**src/rtl/atm_pkg.sv**
```systemverilog
`timescale 1ns/1ps
package atm_pkg;
    localparam int NUM_SLOTS = 2;
    localparam int CHAN_W    = 4;
    localparam int RES_W     = 12;

    localparam logic [2:0] ADDR_CTRL   = 3'd0;
    localparam logic [2:0] ADDR_PERIOD = 3'd1;
    localparam logic [2:0] ADDR_CHSEL  = 3'd2;
    localparam int         ADDR_LIM_BASE = 3;
    localparam logic [2:0] ADDR_IRQCLR = 3'd7;

    typedef struct packed {
        logic [CHAN_W-1:0] chan;
        logic [RES_W-1:0]  limit;
        logic              below;
    } slot_cfg_t;

    typedef enum logic [1:0] {CV_IDLE, CV_SLOT0, CV_SLOT1} conv_state_e;
    typedef enum logic [1:0] {SD_IDLE, SD_FORCE, SD_CLEAR, SD_HOLD} sd_state_e;

    function automatic logic crossed(input logic [RES_W-1:0] res, input slot_cfg_t c);
        return c.below ? (res < c.limit) : (res > c.limit);
    endfunction
endpackage

```
**src/rtl/atm_cfg_regs.sv**
```systemverilog
`timescale 1ns/1ps
module atm_cfg_regs import atm_pkg::*; #(
    parameter int CODE_W = 4
) (
    input  logic                            clk,
    input  logic                            rst_n,
    input  logic                            we,
    input  logic [2:0]                      addr,
    input  logic [7:0]                      wdata,
    input  logic                            clr_en,
    output logic [NUM_SLOTS-1:0]            en,
    output logic [CODE_W-1:0]               code,
    output slot_cfg_t [NUM_SLOTS-1:0]       cfg,
    output logic [NUM_SLOTS-1:0]            irq_clr,
    output logic                            stop_req
);
    logic [7:0] chsel_q;

    assign stop_req = we && (addr == ADDR_CTRL) && wdata[2];
    assign irq_clr  = (we && (addr == ADDR_IRQCLR)) ? wdata[NUM_SLOTS-1:0] : '0;

    always_ff @(posedge clk or negedge rst_n) begin
        if (!rst_n) begin
            en      <= '0;
            code    <= '0;
            chsel_q <= '0;
        end else begin
            if (clr_en)
                en <= '0;
            else if (we && addr == ADDR_CTRL && !wdata[2])
                en <= wdata[NUM_SLOTS-1:0];
            if (we && addr == ADDR_PERIOD)
                code <= wdata[CODE_W-1:0];
            if (we && addr == ADDR_CHSEL)
                chsel_q <= wdata;
        end
    end

    for (genvar i = 0; i < NUM_SLOTS; i++) begin : g_slot
        localparam logic [2:0] A_LO = 3'(ADDR_LIM_BASE + 2*i);
        localparam logic [2:0] A_HI = 3'(ADDR_LIM_BASE + 2*i + 1);
        logic [RES_W-1:0] lim_q;
        logic             pol_q;
        always_ff @(posedge clk or negedge rst_n) begin
            if (!rst_n) begin
                lim_q <= '0;
                pol_q <= 1'b0;
            end else if (we && addr == A_LO) begin
                lim_q[7:0] <= wdata;
            end else if (we && addr == A_HI) begin
                lim_q[RES_W-1:8] <= wdata[RES_W-9:0];
                pol_q            <= wdata[7];
            end
        end
        assign cfg[i].chan  = chsel_q[CHAN_W*i +: CHAN_W];
        assign cfg[i].limit = lim_q;
        assign cfg[i].below = pol_q;
    end

    assert_enables_cleared_R7: assert property (@(posedge clk) disable iff (!rst_n)
        clr_en |=> (en == '0));
endmodule

```
**src/rtl/atm_period_timer.sv**
```systemverilog
`timescale 1ns/1ps
module atm_period_timer #(
    parameter int BASE_CYCLES = 64,
    parameter int CODE_W      = 4
) (
    input  logic              clk,
    input  logic              rst_n,
    input  logic              run,
    input  logic [CODE_W-1:0] code,
    output logic              tick
);
    localparam int CNT_W = $clog2(BASE_CYCLES) + (1 << CODE_W) + 1;

    logic [CNT_W-1:0] cnt;
    logic [CNT_W-1:0] limit;

    assign limit = (CNT_W'(BASE_CYCLES) << code) - 1'b1;
    assign tick  = run && (cnt >= limit);

    always_ff @(posedge clk or negedge rst_n) begin
        if (!rst_n)
            cnt <= '0;
        else if (!run || tick)
            cnt <= '0;
        else
            cnt <= cnt + 1'b1;
    end

    assert_tick_spaced_R2: assert property (@(posedge clk) disable iff (!rst_n)
        tick |=> !tick);
endmodule

```
**src/rtl/atm_shutdown_seq.sv**
```systemverilog
`timescale 1ns/1ps
module atm_shutdown_seq import atm_pkg::*; #(
    parameter int WAIT_CYCLES = 20000
) (
    input  logic clk,
    input  logic rst_n,
    input  logic start,
    output logic force_on,
    output logic clr_en
);
    localparam int WCNT_W = $clog2(WAIT_CYCLES + 1);

    sd_state_e          st, nxt;
    logic [WCNT_W-1:0]  cnt;

    always_ff @(posedge clk or negedge rst_n) begin
        if (!rst_n) begin
            st  <= SD_IDLE;
            cnt <= '0;
        end else begin
            st <= nxt;
            if (st == SD_CLEAR)
                cnt <= '0;
            else if (st == SD_HOLD)
                cnt <= cnt + 1'b1;
        end
    end

    always_comb begin
        nxt = st;
        unique case (st)
            SD_IDLE:  if (start) nxt = SD_FORCE;
            SD_FORCE: nxt = SD_CLEAR;
            SD_CLEAR: nxt = SD_HOLD;
            SD_HOLD:  if (cnt == WCNT_W'(WAIT_CYCLES - 1)) nxt = SD_IDLE;
            default:  nxt = SD_IDLE;
        endcase
    end

    always_comb begin
        force_on = (st != SD_IDLE);
        clr_en   = (st == SD_CLEAR);
    end
endmodule

```
**src/rtl/atm_conv_seq.sv**
```systemverilog
`timescale 1ns/1ps
module atm_conv_seq import atm_pkg::*; (
    input  logic                      clk,
    input  logic                      rst_n,
    input  logic                      tick,
    input  logic [NUM_SLOTS-1:0]      en,
    input  slot_cfg_t [NUM_SLOTS-1:0] cfg,
    input  logic                      sd_busy,
    input  logic                      adc_ack,
    input  logic [RES_W-1:0]          adc_result,
    output logic                      adc_req,
    output logic [CHAN_W-1:0]         adc_chan,
    output logic [NUM_SLOTS-1:0]      trip,
    output logic                      idle
);
    conv_state_e st, nxt;

    always_ff @(posedge clk or negedge rst_n) begin
        if (!rst_n) st <= CV_IDLE;
        else        st <= nxt;
    end

    always_comb begin
        nxt = st;
        unique case (st)
            CV_IDLE: if (tick && !sd_busy) begin
                if (en[0])      nxt = CV_SLOT0;
                else if (en[1]) nxt = CV_SLOT1;
            end
            CV_SLOT0: if (adc_ack)
                nxt = (en[1] && !trip[0] && !sd_busy) ? CV_SLOT1 : CV_IDLE;
            CV_SLOT1: if (adc_ack) nxt = CV_IDLE;
            default:  nxt = CV_IDLE;
        endcase
    end

    always_comb begin
        idle     = (st == CV_IDLE);
        adc_req  = (st != CV_IDLE);
        adc_chan = (st == CV_SLOT1) ? cfg[1].chan : cfg[0].chan;
        trip[0]  = (st == CV_SLOT0) && adc_ack && crossed(adc_result, cfg[0]);
        trip[1]  = (st == CV_SLOT1) && adc_ack && crossed(adc_result, cfg[1]);
    end

    assert_hold_request_R3: assert property (@(posedge clk) disable iff (!rst_n)
        (adc_req && !adc_ack) |=> (adc_req && $stable(adc_chan)));
endmodule

```
**src/rtl/auto_thresh_monitor.sv**
```systemverilog
`timescale 1ns/1ps
module auto_thresh_monitor import atm_pkg::*; #(
    parameter int CLK_MHZ     = 200,
    parameter int WAIT_US     = 100,
    parameter int BASE_CYCLES = 64,
    parameter int CODE_W      = 4
) (
    input  logic        clk,
    input  logic        rst_n,
    input  logic        cfg_we,
    input  logic [2:0]  cfg_addr,
    input  logic [7:0]  cfg_wdata,
    output logic        adc_req,
    output logic [3:0]  adc_chan,
    input  logic        adc_ack,
    input  logic [11:0] adc_result,
    output logic        irq_slot0,
    output logic        irq_slot1,
    output logic        available
);
    localparam int WAIT_CYCLES = CLK_MHZ * WAIT_US;

    logic [NUM_SLOTS-1:0]      en, irq_clr, trip, irq_q;
    logic [CODE_W-1:0]         code;
    slot_cfg_t [NUM_SLOTS-1:0] cfg;
    logic                      stop_req, clr_en, force_on, tick, conv_idle;

    atm_cfg_regs #(.CODE_W(CODE_W)) u_regs (
        .clk(clk), .rst_n(rst_n), .we(cfg_we), .addr(cfg_addr), .wdata(cfg_wdata),
        .clr_en(clr_en), .en(en), .code(code), .cfg(cfg),
        .irq_clr(irq_clr), .stop_req(stop_req)
    );

    atm_period_timer #(.BASE_CYCLES(BASE_CYCLES), .CODE_W(CODE_W)) u_timer (
        .clk(clk), .rst_n(rst_n), .run(|en), .code(code), .tick(tick)
    );

    atm_shutdown_seq #(.WAIT_CYCLES(WAIT_CYCLES)) u_sd (
        .clk(clk), .rst_n(rst_n), .start(stop_req || (|trip)),
        .force_on(force_on), .clr_en(clr_en)
    );

    atm_conv_seq u_conv (
        .clk(clk), .rst_n(rst_n), .tick(tick), .en(en), .cfg(cfg),
        .sd_busy(force_on), .adc_ack(adc_ack), .adc_result(adc_result),
        .adc_req(adc_req), .adc_chan(adc_chan), .trip(trip), .idle(conv_idle)
    );

    for (genvar i = 0; i < NUM_SLOTS; i++) begin : g_irq
        always_ff @(posedge clk or negedge rst_n) begin
            if (!rst_n) irq_q[i] <= 1'b0;
            else        irq_q[i] <= (irq_q[i] && !irq_clr[i]) || trip[i];
        end
        assert_irq_after_ack_R6: assert property (@(posedge clk) disable iff (!rst_n)
            $rose(irq_q[i]) |-> $past(adc_ack));
    end

    assign irq_slot0 = irq_q[0];
    assign irq_slot1 = irq_q[1];
    assign available = conv_idle && !force_on;

    assert_no_start_when_forced_R7: assert property (@(posedge clk) disable iff (!rst_n)
        $rose(adc_req) |-> $past(!force_on));
    assert_release_disabled_R7: assert property (@(posedge clk) disable iff (!rst_n)
        $fell(force_on) |-> (en == '0));
endmodule

```
**config.mk**
```make
export PLATFORM = sky130hd
export DESIGN_NAME = auto_thresh_monitor
export DESIGN_NICKNAME = d
export VERILOG_FILES = /design/src/rtl/atm_pkg.sv /design/src/rtl/atm_cfg_regs.sv /design/src/rtl/atm_period_timer.sv /design/src/rtl/atm_shutdown_seq.sv /design/src/rtl/atm_conv_seq.sv /design/src/rtl/auto_thresh_monitor.sv
export SDC_FILE = /design/constraint.sdc
export NUM_CORES = 1
export LEC_CHECK = 0
export CORE_ASPECT_RATIO = 1.2
export CORE_MARGIN = 2
export CORE_UTILIZATION = 62
export CTS_BUF_LIST = sky130_fd_sc_hd__clkbuf_4 sky130_fd_sc_hd__clkbuf_8
export CTS_CLUSTER_DIAMETER = 200
export DETAILED_ROUTE_END_ITERATION = 8
export PLACE_DENSITY = 0.83
export SYNTH_ARGS = -nofsm -noshare
export SYNTH_HDL_FRONTEND = slang
export SYNTH_HIERARCHICAL = 1
export SYNTH_SLANG_ARGS = --single-unit
```
**constraint.sdc**
```tcl
create_clock -name clk -period 4.5 [get_ports clk]
set_clock_uncertainty 0.05 [all_clocks]
set_input_delay 0.9 -clock clk [delete_from_list [all_inputs] [get_ports clk]]
set_output_delay 0.9 -clock clk [all_outputs]
set_load 0.005 [all_outputs]
```
## Yosys cells after proc, flatten, opt, wreduce, memory -nomap -nowiden

Index checks and enable logic that the tools add are counted.

| word-level totals | value |
|---|---|
| bits in registers | 84 |
| bits in latches | 0 |
| RAM bits | 0 |
| bits in read-only memories | 0 |
| input port bits | 27 |
| output and inout port bits | 8 |
| word-level logic and storage cells | 108 |
| memories | 0 |

| cells by class | value |
|---|---|
| $add $sub $neg | 3 |
| multipliers | 0 |
| div/mod/pow operators | 0 |
| $lt $le $gt $ge | 5 |
| eq/ne operators | 19 |
| shifts and indexed selects | 1 |
| multiplexer cells | 19 |
| bitwise logic cells | 2 |
| reductions and logical operators | 44 |

Operators with widths:

| kind | count |
|---|---|
| $mux W15 | 2 |
| $gt A12 B12 Y1 | 2 |
| $lt A12 B12 Y1 | 2 |
| $add A23 B1 Y23 const B | 1 |
| $ge A23 B23 Y1 | 1 |
| $mux W23 | 1 |
| $shl A7 B4 Y23 const A | 1 |
| $sub A23 B1 Y23 const B | 1 |
| $mux W2 | 11 |
| $logic_and A1 B1 Y1 | 21 |
| $add A15 B1 Y15 const B | 1 |
| $eq A15 B15 Y1 const B | 1 |
| $eq A3 B3 Y1 const B | 4 |
| $pmux W2 S4 | 1 |
| $reduce_bool A2 Y1 | 4 |
| $eq A2 B2 Y1 const B | 3 |
| $eq A3 B2 Y1 const B | 2 |
| $logic_not A1 Y1 | 6 |
| $ne A2 B2 Y1 const B | 3 |
| $pmux W2 S3 | 1 |
| $reduce_and A2 Y1 | 3 |
| $eq A2 B1 Y1 const B | 2 |
| $logic_not A2 Y1 | 2 |
| $logic_or A1 B1 Y1 | 4 |
| 9 further kinds | 13 |

## Depth between registers and ports, before layout

Gate-level depths: netlist (run 1).

| depth | value |
|---|---|
| depth in word-level cells | 9 |
| gate-level depth with buffers | 16 |

## Modules after synthesis

The synthesis (run 1) kept the hierarchy.

By module, submodules not included:

| module | times used | cells an instance | area an instance (um2) | sequential area each (um2) |
|---|---|---|---|---|
| atm_period_timer | 1 | 202 | 1,800.5 | 575.6 |
| atm_cfg_regs | 1 | 101 | 1,665.3 | 1,001.0 |
| atm_shutdown_seq | 1 | 91 | 918.4 | 425.4 |
| atm_conv_seq | 1 | 110 | 819.5 | 50.0 |
| auto_thresh_monitor | 1 | 9 | 92.6 | 50.0 |

## Least setup slack after synthesis (run 1)

No wires, ideal clock.

| path | value |
|---|---|
| kind | register to register |
| start | reg u_regs.code[2] |
| end | reg u_conv.st[1] |
| data arrival time | 3.543 ns |
| data required time | 4.384 ns |
| setup slack | 0.841 ns |
| cell stages (with the launch flop) | 17 |
| cells stage by stage | dfrtp_1 -> clkbuf_1 -> nor2_1 -> nand3b_1 -> ha_1 -> or2_2 -> o21ai_0 -> a22o_1 -> a21oi_1 -> ha_1 -> nand4_1 -> nor4_1 -> a22oi_1 -> a31oi_1 -> nand2_1 -> a2111oi_0 -> a31o_1 |

| on the way | value |
|---|---|
| longest elaborated chain between the ends | 7 |

RTL lines:

| element | line | source |
|---|---|---|
| start, declared | atm_cfg_regs.sv:12 | `output logic [CODE_W-1:0] code,` |
| start signal, assigned | atm_cfg_regs.sv:33 | `code <= wdata[CODE_W-1:0];` |
| $shl A7 B4 Y23 | atm_period_timer.sv:17 | `assign limit = (CNT_W'(BASE_CYCLES) << code) - 1'b1;` |
| $sub A23 B1 Y23 | atm_period_timer.sv:17 |  |
| $ge A23 B23 Y1 | atm_period_timer.sv:18 | `assign tick = run && (cnt >= limit);` |
| $logic_and A1 B1 Y1 | atm_period_timer.sv:18 |  |
| net tick | auto_thresh_monitor.sv:26 | `logic stop_req, clr_en, force_on, tick, conv_idle;` |
| $logic_and A1 B1 Y1 | atm_conv_seq.sv:26 | `CV_IDLE: if (tick && !sd_busy) begin` |
| $ne A2 B1 Y1 (no source line) | n/a |  |
| $reduce_and A4 Y1 (no source line) | n/a |  |
| end signal, assigned | atm_conv_seq.sv:20 | `else st <= nxt;` |
| end, declared | atm_conv_seq.sv:16 | `conv_state_e st, nxt;` |

The timed path passes the listed nets, and every way through them passes these cells.
A chain may end at the register's enable or synchronous reset.

## Worst setup path in the final report (run 1)

| path | value |
|---|---|
| start | reg u_regs.code[1] |
| end | reg u_conv.st[1] |

Same word-level chain as after synthesis.

==> impl_results.md, run 1 <==
* Antenna Diode Count at 0
* First-pass GRT wire length at 18.5 mm
* Post-Syn Instances at 513
* Clock-pin transition on the worst setup and hold timing paths at 80 ps
* Maximum vdd ir drop at 0.228 mV
* Req. time, crit path at 4750 ps
* FMAX at 0.239 GHz
* Clock root buffer: clkbuf_8
* Worst hold slack at 442 ps
* Layout cells sized above 1 at 20.0%
* Synthesized net count at between 500 and 600
* Post-synth EDFFs at 0
* Share of flip-flops with an asynchronous set or reset at 100%
* TritonCTS buffer count at 9
* Worst setup endpoint: u_conv/st[1]
* Critical path capture point type: flip-flop
* Buffers on Ports at 34
* Avg Inst Size Synth at 10.3 um^2
* Max-slew headroom at 29.5%
* Final worst path period need at roughly 4200 ps
* Die Y-Extent at approximately 110 um
* Clk_lat worst skew at 370 ps
* Yosys Warn Count at 6
* Cell count after placement at 644
* Die X at 88.4 um
* DRT iter0 DRCs at a little under 300
* Ys flop type: dfrtp_1
* Row count at 36
* Global route total overflow at 0
* Unique cell type count in the Yosys netlist at 63
* Final setup fails at 0
* Worst setup path start: u_regs/code[1]
* Status: complete, no violations
* Cell Count, Final, Fillers Out at 660
* Reg-to-reg startpoint: u_regs/code[1]
* PD cells at 361 nW/um^2
* CTS H-tree lvls at 3
* Total track usage at 25.6%
* DR vias at 3925
* Leak at 2.69 nW
* Initial Utilization at 64.6%
* Max Slew Vio Count at 0
* Crit Path Category: flip-flop to flip-flop
* TNS Setup at 0 ps
* Die area at 9300 um^2
* Synthesis-to-finish area growth at 12.0%
* Worst Path Arrival at around 4400 ps
* Clock buffer depth at 2
* Via density at 5.95
* FF-to-FF End: u_conv/st[1]
* Hpwl dp at 7.91 mm
* Initial antenna violation count at 0
* Synthesized cell area at 5300 um^2
* Num Clock Sinks at 84
* Final WS setup at 321 ps
* R2R Setup Slk at 320 ps
* Core box area at 8200 um^2
* CP startpoint kind: flip-flop
* Maxcap violations at 0
* Register area share after synthesis at between 30% and 40%
* Critical path fanouts, max at 14
* DRC Markers at 0
* GP Congestion at 0.861
* Pre-Repair DR Iteration Count at 4
* Routed wire length at between 10 and 15 mm
* Min-Delay Path Class: flip-flop to flip-flop
* Least-Margin Pin Slew at 1060 ps
* Hold Crit Start: u_timer/cnt[0]
* Final ANT Viol Nets at 0
* # fillers at 602
* I/O pin total at 35
* Final period utilization at 92.9%
* Reg2Reg Depth at 15
* Number of global-route vias before repair at 3988
* Final #Nets at 616
* Largest net degree at the start of global routing at 85
* CTS tree: done
* WL/cell at 17.0 um
* FF+latch count, synth at 84
* Pre-CTS setup slack at roughly 200 ps
* Final hold violation count at 0
Yosys cell counts, types with 4 or more instances:
library cell  number  share of area [%]
nand2_1           28                2.0
nor2b_1            5               0.59
buf_6              4               0.85
nand2b_1           4               0.47
a21oi_1           24                2.3
o21ai_0           10               0.94
nor4_1             9                1.1
mux2i_1            5               0.94
clkbuf_1           5               0.35
inv_1             44                3.1
a21o_1             7               0.99
nor2_1            31                2.2
nand4_1           17                2.0
mux2_2            44                9.4
nand3_1           11                1.0
xor2_1            12                2.0
ha_1              48                 11
nor2_2            20                2.4
dfrtp_1           84                 40
and2_1             4               0.47
xnor2_1           20                3.3
nor3_1            10               0.94
worst min path at each step:
| stage | endpoint | cells past startpoint |
|---|---|---|
| after floorplan | u_timer/cnt[0] | 1 |
| after global placement | u_timer/cnt[0] | 1 |
| after detailed placement | u_timer/cnt[0] | 1 |
| after CTS | u_timer/cnt[0] | 1 |
| after global routing | u_regs/chsel_q[1] | 1 |
| final | u_timer/cnt[0] | 1 |
sequential cells by signal, indices dropped and copies added, names as in the netlist:
signal and cells:
u_regs/g_slot.lim_q 24, u_timer/cnt 23, u_sd/cnt 15, u_regs/chsel_q 8, u_regs/code 4, u_conv/st 2, u_regs/en 2, u_regs/g_slot.pol_q 2
u_sd/st 2, irq_slot0 1, irq_slot1 1
through the flow:
stage / total power, mW / utilization, % / instance area, um^2
after floorplan: 1.31 / - / 5300
after global placement: 1.42 / 69.0 / 5660
after detailed placement: 1.46 / 69.0 / 5660
after CTS: 2.14 / 72.2 / 5920
after global routing: 2.27 / 72.3 / 5930
final: 2.14 / 72.3 / 5930
kinds of logic after synthesis:
kind of cell	Yosys count	share of synthesized area [%]
other	1	0.0708
AOI/OAI and AO/OA	66	8.39
DFF	84	39.7
and+or+nand+nor	172	19.6
buffers and inverters	61	5.36
muxes	49	10.3
adders and majority gates	48	11.3
xor gates and xnor gates	32	5.29
routing by layer:
layer / track usage (%) / wire, um / vias up
met5: 0 / 0 / -
met1: 30.8 / 4780 / 1934
met2: 44.5 / 5800 / 98
met4: 9.85 / 269 / 0
met3: 4.78 / 395 / 25
li1: - / - / 1868
report_power, final:
part / total, mW / switching [mW] / internal (mW)
Sequential: 0.923 / 0.0768 / 0.846
Combinational: 0.540 / 0.288 / 0.252
Clock: 0.678 / 0.277 / 0.401
Total: 2.14 / 0.642 / 1.50
area by class of cell:
class | count | area, um^2 | share of cell area (%)
multi-input cells | 368 | 2930 | 49.3
repair buffers | 34 | 338 | 5.70
clock buffers | 11 | 151 | 2.55
clock inverters | 5 | 106 | 1.79
inverters | 44 | 165 | 2.78
flip-flops and latches | 84 | 2100 | 35.4
well taps | 114 | 143 | 2.41
repair_timing:
action                     in CTS  in global routing
setup endpoints to repair       0                  1
buffers inserted                0                  0
hold buffers                    0                  0
gates resized for setup         0                  4
critical path, cell delays in order (launching register included):
cell and delay [ps]:
dfrtp_1 520, nor2_1 270, nand2_1 120, ha_1 350, or2_2 360, o21ai_0 160, a22o_1 160, a21oi_1 70
ha_1 330, nand4_1 150, nor4_2 350, a22oi_1 200, a31oi_1 300, nand2_1 120, a2111oi_2 420, a31o_1 200
layout by cell type, fill, tap and decap left out, types with 3 or more instances in the layout:
master and n:
dfrtp_1 84, ha_1 48, inv_1 44, mux2_2 44
clkdlybuf4s50_1 33, nor2_1 30, nand2_1 28, a21oi_1 24
nor2_2 21, xnor2_1 20, nand4_1 17, xor2_1 12
clkbuf_8 11, nand3_1 11, nor3_1 10, o21ai_0 10
nor4_1 8, a21o_1 7, nor2b_1 5, mux2i_1 5
and2_1 4, nand2b_1 4, or3_1 3, or2_2 3
bufinv_16 3, nor3b_4 3, and4_1 3
Note: power is estimated with default switching activity, not from simulation.
==> inputs of run 2 (changes only) <==
--- a/config.mk
+++ b/config.mk
@@ -7,11 +7,11 @@
 export LEC_CHECK = 0
 export CORE_ASPECT_RATIO = 1.2
 export CORE_MARGIN = 2
-export CORE_UTILIZATION = 62
-export CTS_BUF_LIST = sky130_fd_sc_hd__clkbuf_4 sky130_fd_sc_hd__clkbuf_8
+export CORE_UTILIZATION = 60
 export CTS_CLUSTER_DIAMETER = 200
 export DETAILED_ROUTE_END_ITERATION = 8
-export PLACE_DENSITY = 0.83
+export GPL_ROUTABILITY_DRIVEN = 0
+export PLACE_DENSITY = 0.81
 export SYNTH_ARGS = -nofsm -noshare
 export SYNTH_HDL_FRONTEND = slang
 export SYNTH_HIERARCHICAL = 1
==> impl_results.md, run 2 (synthesis gave the netlist of run 1 again) <==
* R2R Setup Slk at 440 ps (was 320 ps)
* Core box area at 8560 um^2 (was 8200 um^2)
* Max FFs per register at 24 (unchanged)
* Reg2Reg Depth at 15 (unchanged)
* Global route total overflow at 0 (unchanged)
* Die X at 89.8 um (was 88.4 um)
* Crit Path Category: flip-flop to flip-flop (unchanged)
* DRC Markers at 0 (unchanged)
* Critical path fanouts, max at 13 (was 14)
* Leak at 2.65 nW (was 2.69 nW)
* Family with the most delay on the worst path: compound AO/OA/AOI/OAI gates (unchanged)
* First-pass GRT wire length at 19.0 mm (was 18.5 mm)
* Post-CTS sizing at 0 (unchanged)
* TNS Setup at 0 ps (unchanged)
* Worst Path Arrival at 4310 ps (was 4430 ps)
* Setup Buffers After CTS at 0 (unchanged)
* Req. time, crit path at 4750 ps (about the same)
* Clock-pin transition on the worst setup and hold timing paths at 90 ps (was 80 ps)
* Finished Cell Area at 5850 um^2 (was 5930 um^2)
* Layout cells sized above 1 at 19.6% (was 20.0%)
* Final Power at 1.95 mW (was 2.14 mW)
* FMAX at 0.247 GHz (was 0.239 GHz)
* Largest net degree at the start of global routing at 85 (unchanged)
* I/O pin total at 35 (unchanged)
* Slowest cell on crit path: dfrtp_1 (unchanged)
* Initial Utilization at 61.8% (was 64.6%)
* Routed wire length at 11.1 mm (was 11.2 mm)
* Critical Path Max Stage Delay at 520 ps (about the same)
* Antenna Diode Count at 0 (unchanged)
* CP most frequent cell: ha_1
* CTS H-tree lvls at 3 (unchanged)
* Cells along the critical path: nor2_2, nand3b_1, ha_1, or2_2, o21ai_0, a22o_1, a21oi_1, ha_1, nand4_1, nor4_1, a22oi_1, a31oi_1, nand2_1, a2111oi_0, a31o_1 (was nor2_1, nand2_1, ha_1, or2_2, o21ai_0, a22o_1, a21oi_1, ha_1, nand4_1, nor4_2, a22oi_1, a31oi_1, nand2_1, a2111oi_2, a31o_1)
* Most flop-heavy register: u_regs/g_slot.lim_q (unchanged)
* # fillers at 639 (was 602)
* Initial antenna violation count at 0 (unchanged)
* Pre-Repair DR Iteration Count at 4 (unchanged)
* Status: complete, no violations (unchanged)
* Buf/Inv on CP at 0 (unchanged)
* Die Y-Extent at 107 um (was 105 um)
* Max Slew Vio Count at 0 (unchanged)
* Unrepaired setup endpoints after global routing: no
* Total track usage at 24.9% (was 25.6%)
* Row count at 37 (was 36)
* Final period utilization at 90.1% (was 92.9%)
* WL/cell at 16.7 um (was 17.0 um)
* Min-Delay Path Class: flip-flop to flip-flop (unchanged)
* DR vias at 3862 (was 3925)
* Most common cell after layout, fill and taps aside: dfrtp_1 (unchanged)
* CP startpoint kind: flip-flop (unchanged)
* Synthesis-to-finish area growth at 10.4% (was 12.0%)
* Via density at 5.82 (was 5.95)
* Final setup fails at 0 (unchanged)
* Clock root buffer: clkbuf_8 (unchanged)
* Num Clock Sinks at 84 (unchanged)
* TritonCTS buffer count at 9 (unchanged)
* CTS tree: done (unchanged)
* Hpwl dp at 8.12 mm (was 7.91 mm)
* Commonest non-fill, non-tap cells in the layout: dfrtp_1 (84), ha_1 (48), inv_1 (44), mux2_2 (44), clkdlybuf4s50_1 (33) (unchanged)
* Post-CTS Hold Buffers at 0 (unchanged)
* PD cells at 333 nW/um^2 (was 361 nW/um^2)
* Final worst path period need at 4060 ps (was 4180 ps)
* Least-Margin Pin Slew at 1050 ps (was 1060 ps)
* Critical path capture point type: flip-flop (unchanged)
* DRT iter0 DRCs at 178 (was 289)
* Worst hold slack at 437 ps (was 442 ps)
* Max-slew headroom at 29.7% (was 29.5%)
* Maximum vdd ir drop at 0.228 mV (about the same)
* Final core utilization at 68.3% (was 72.3%)
* Number of global-route vias before repair at 4024 (was 3988)
* Buffers on Ports at 34 (unchanged)
* Maxcap violations at 0 (unchanged)
* Reg area at 2100 um^2 (unchanged)
* CP Depth at 15 (unchanged)
* Regs by FF count: u_regs/g_slot.lim_q: 24 flops, u_timer/cnt: 23 flops, u_sd/cnt: 15 flops (unchanged)
* Depth of the worst hold-timing path at 1 (unchanged)
* Clock buffer depth at 2 (unchanged)
* Die area at 9600 um^2 (was 9300 um^2)
* Clk_lat worst skew at 370 ps (about the same)
* Area after DPL at 5670 um^2 (was 5660 um^2)
* Area of the multi-input gates at 2910 um^2 (was 2930 um^2)
* Final hold violation count at 0 (unchanged)
* Final ANT Viol Nets at 0 (unchanged)
* Final #Nets at 617 (was 616)
[run 2: layout make-up]
cell class / count / area share (%)
inverters: 44 / 2.82
repair buffers: 35 / 5.90
clock inverters: 6 / 0.856
clock buffers: 10 / 2.18
multi-input cells: 368 / 49.8
flip-flops and latches: 84 / 35.9
well taps: 117 / 2.50
[run 2: final timing paths]
kind | start | endpoint
worst max-delay path | u_regs/code[3] | u_conv/st[1]
worst min-delay path | u_timer/cnt[0] | u_timer/cnt[0]
worst max register to register | u_regs/code[3] | u_conv/st[1]
worst min register to register | u_timer/cnt[0] | u_timer/cnt[0]
max in group asynchronous | rst_n | u_timer/cnt[18]
min in group asynchronous | rst_n | u_regs/g_slot[1].lim_q[2]
[run 2: metrics by stage]
step / setup slack, ps / instances
2_1_floorplan: 841 / 513
3_3_place_gp: 614 / 648
3_5_place_dp: 466 / 648
4_1_cts: 439 / 664
5_1_grt: 3.88 / 664
6_report: 444 / 664
[run 2: routing by layer]
layer	wire (um)	GRT usage [%]	share of wire (%)	up-vias
met4	228	9.12	2.1	0
met5	0	0	0	-
met1	4620	29.0	42	1894
met3	427	5.55	3.8	19
met2	5810	45.2	52	83
li1	-	-	-	1866
[run 2: where the power goes]
group          leakage (nW)  total (mW)  switching [mW]  internal, mW
Clock                0.0831       0.493           0.288         0.205
Combinational          1.51       0.533           0.280         0.254
Sequential             1.06       0.920          0.0742         0.846
Total                  2.65        1.95           0.642          1.30
==> inputs of run 3 (changes only) <==
==> constraint.sdc (replaced) <==
create_clock -name clk -period 4.5 [get_ports clk]
set_clock_uncertainty 0.05 [all_clocks]
set_input_delay 0.9 -clock clk [delete_from_list [all_inputs] [get_ports clk]]
set_output_delay 0.9 -clock clk [all_outputs]
set_load 0.01 [all_outputs]
==> results of run 3 <==
Same layout as run 2 (identical final DEF). Status: complete, no violations.
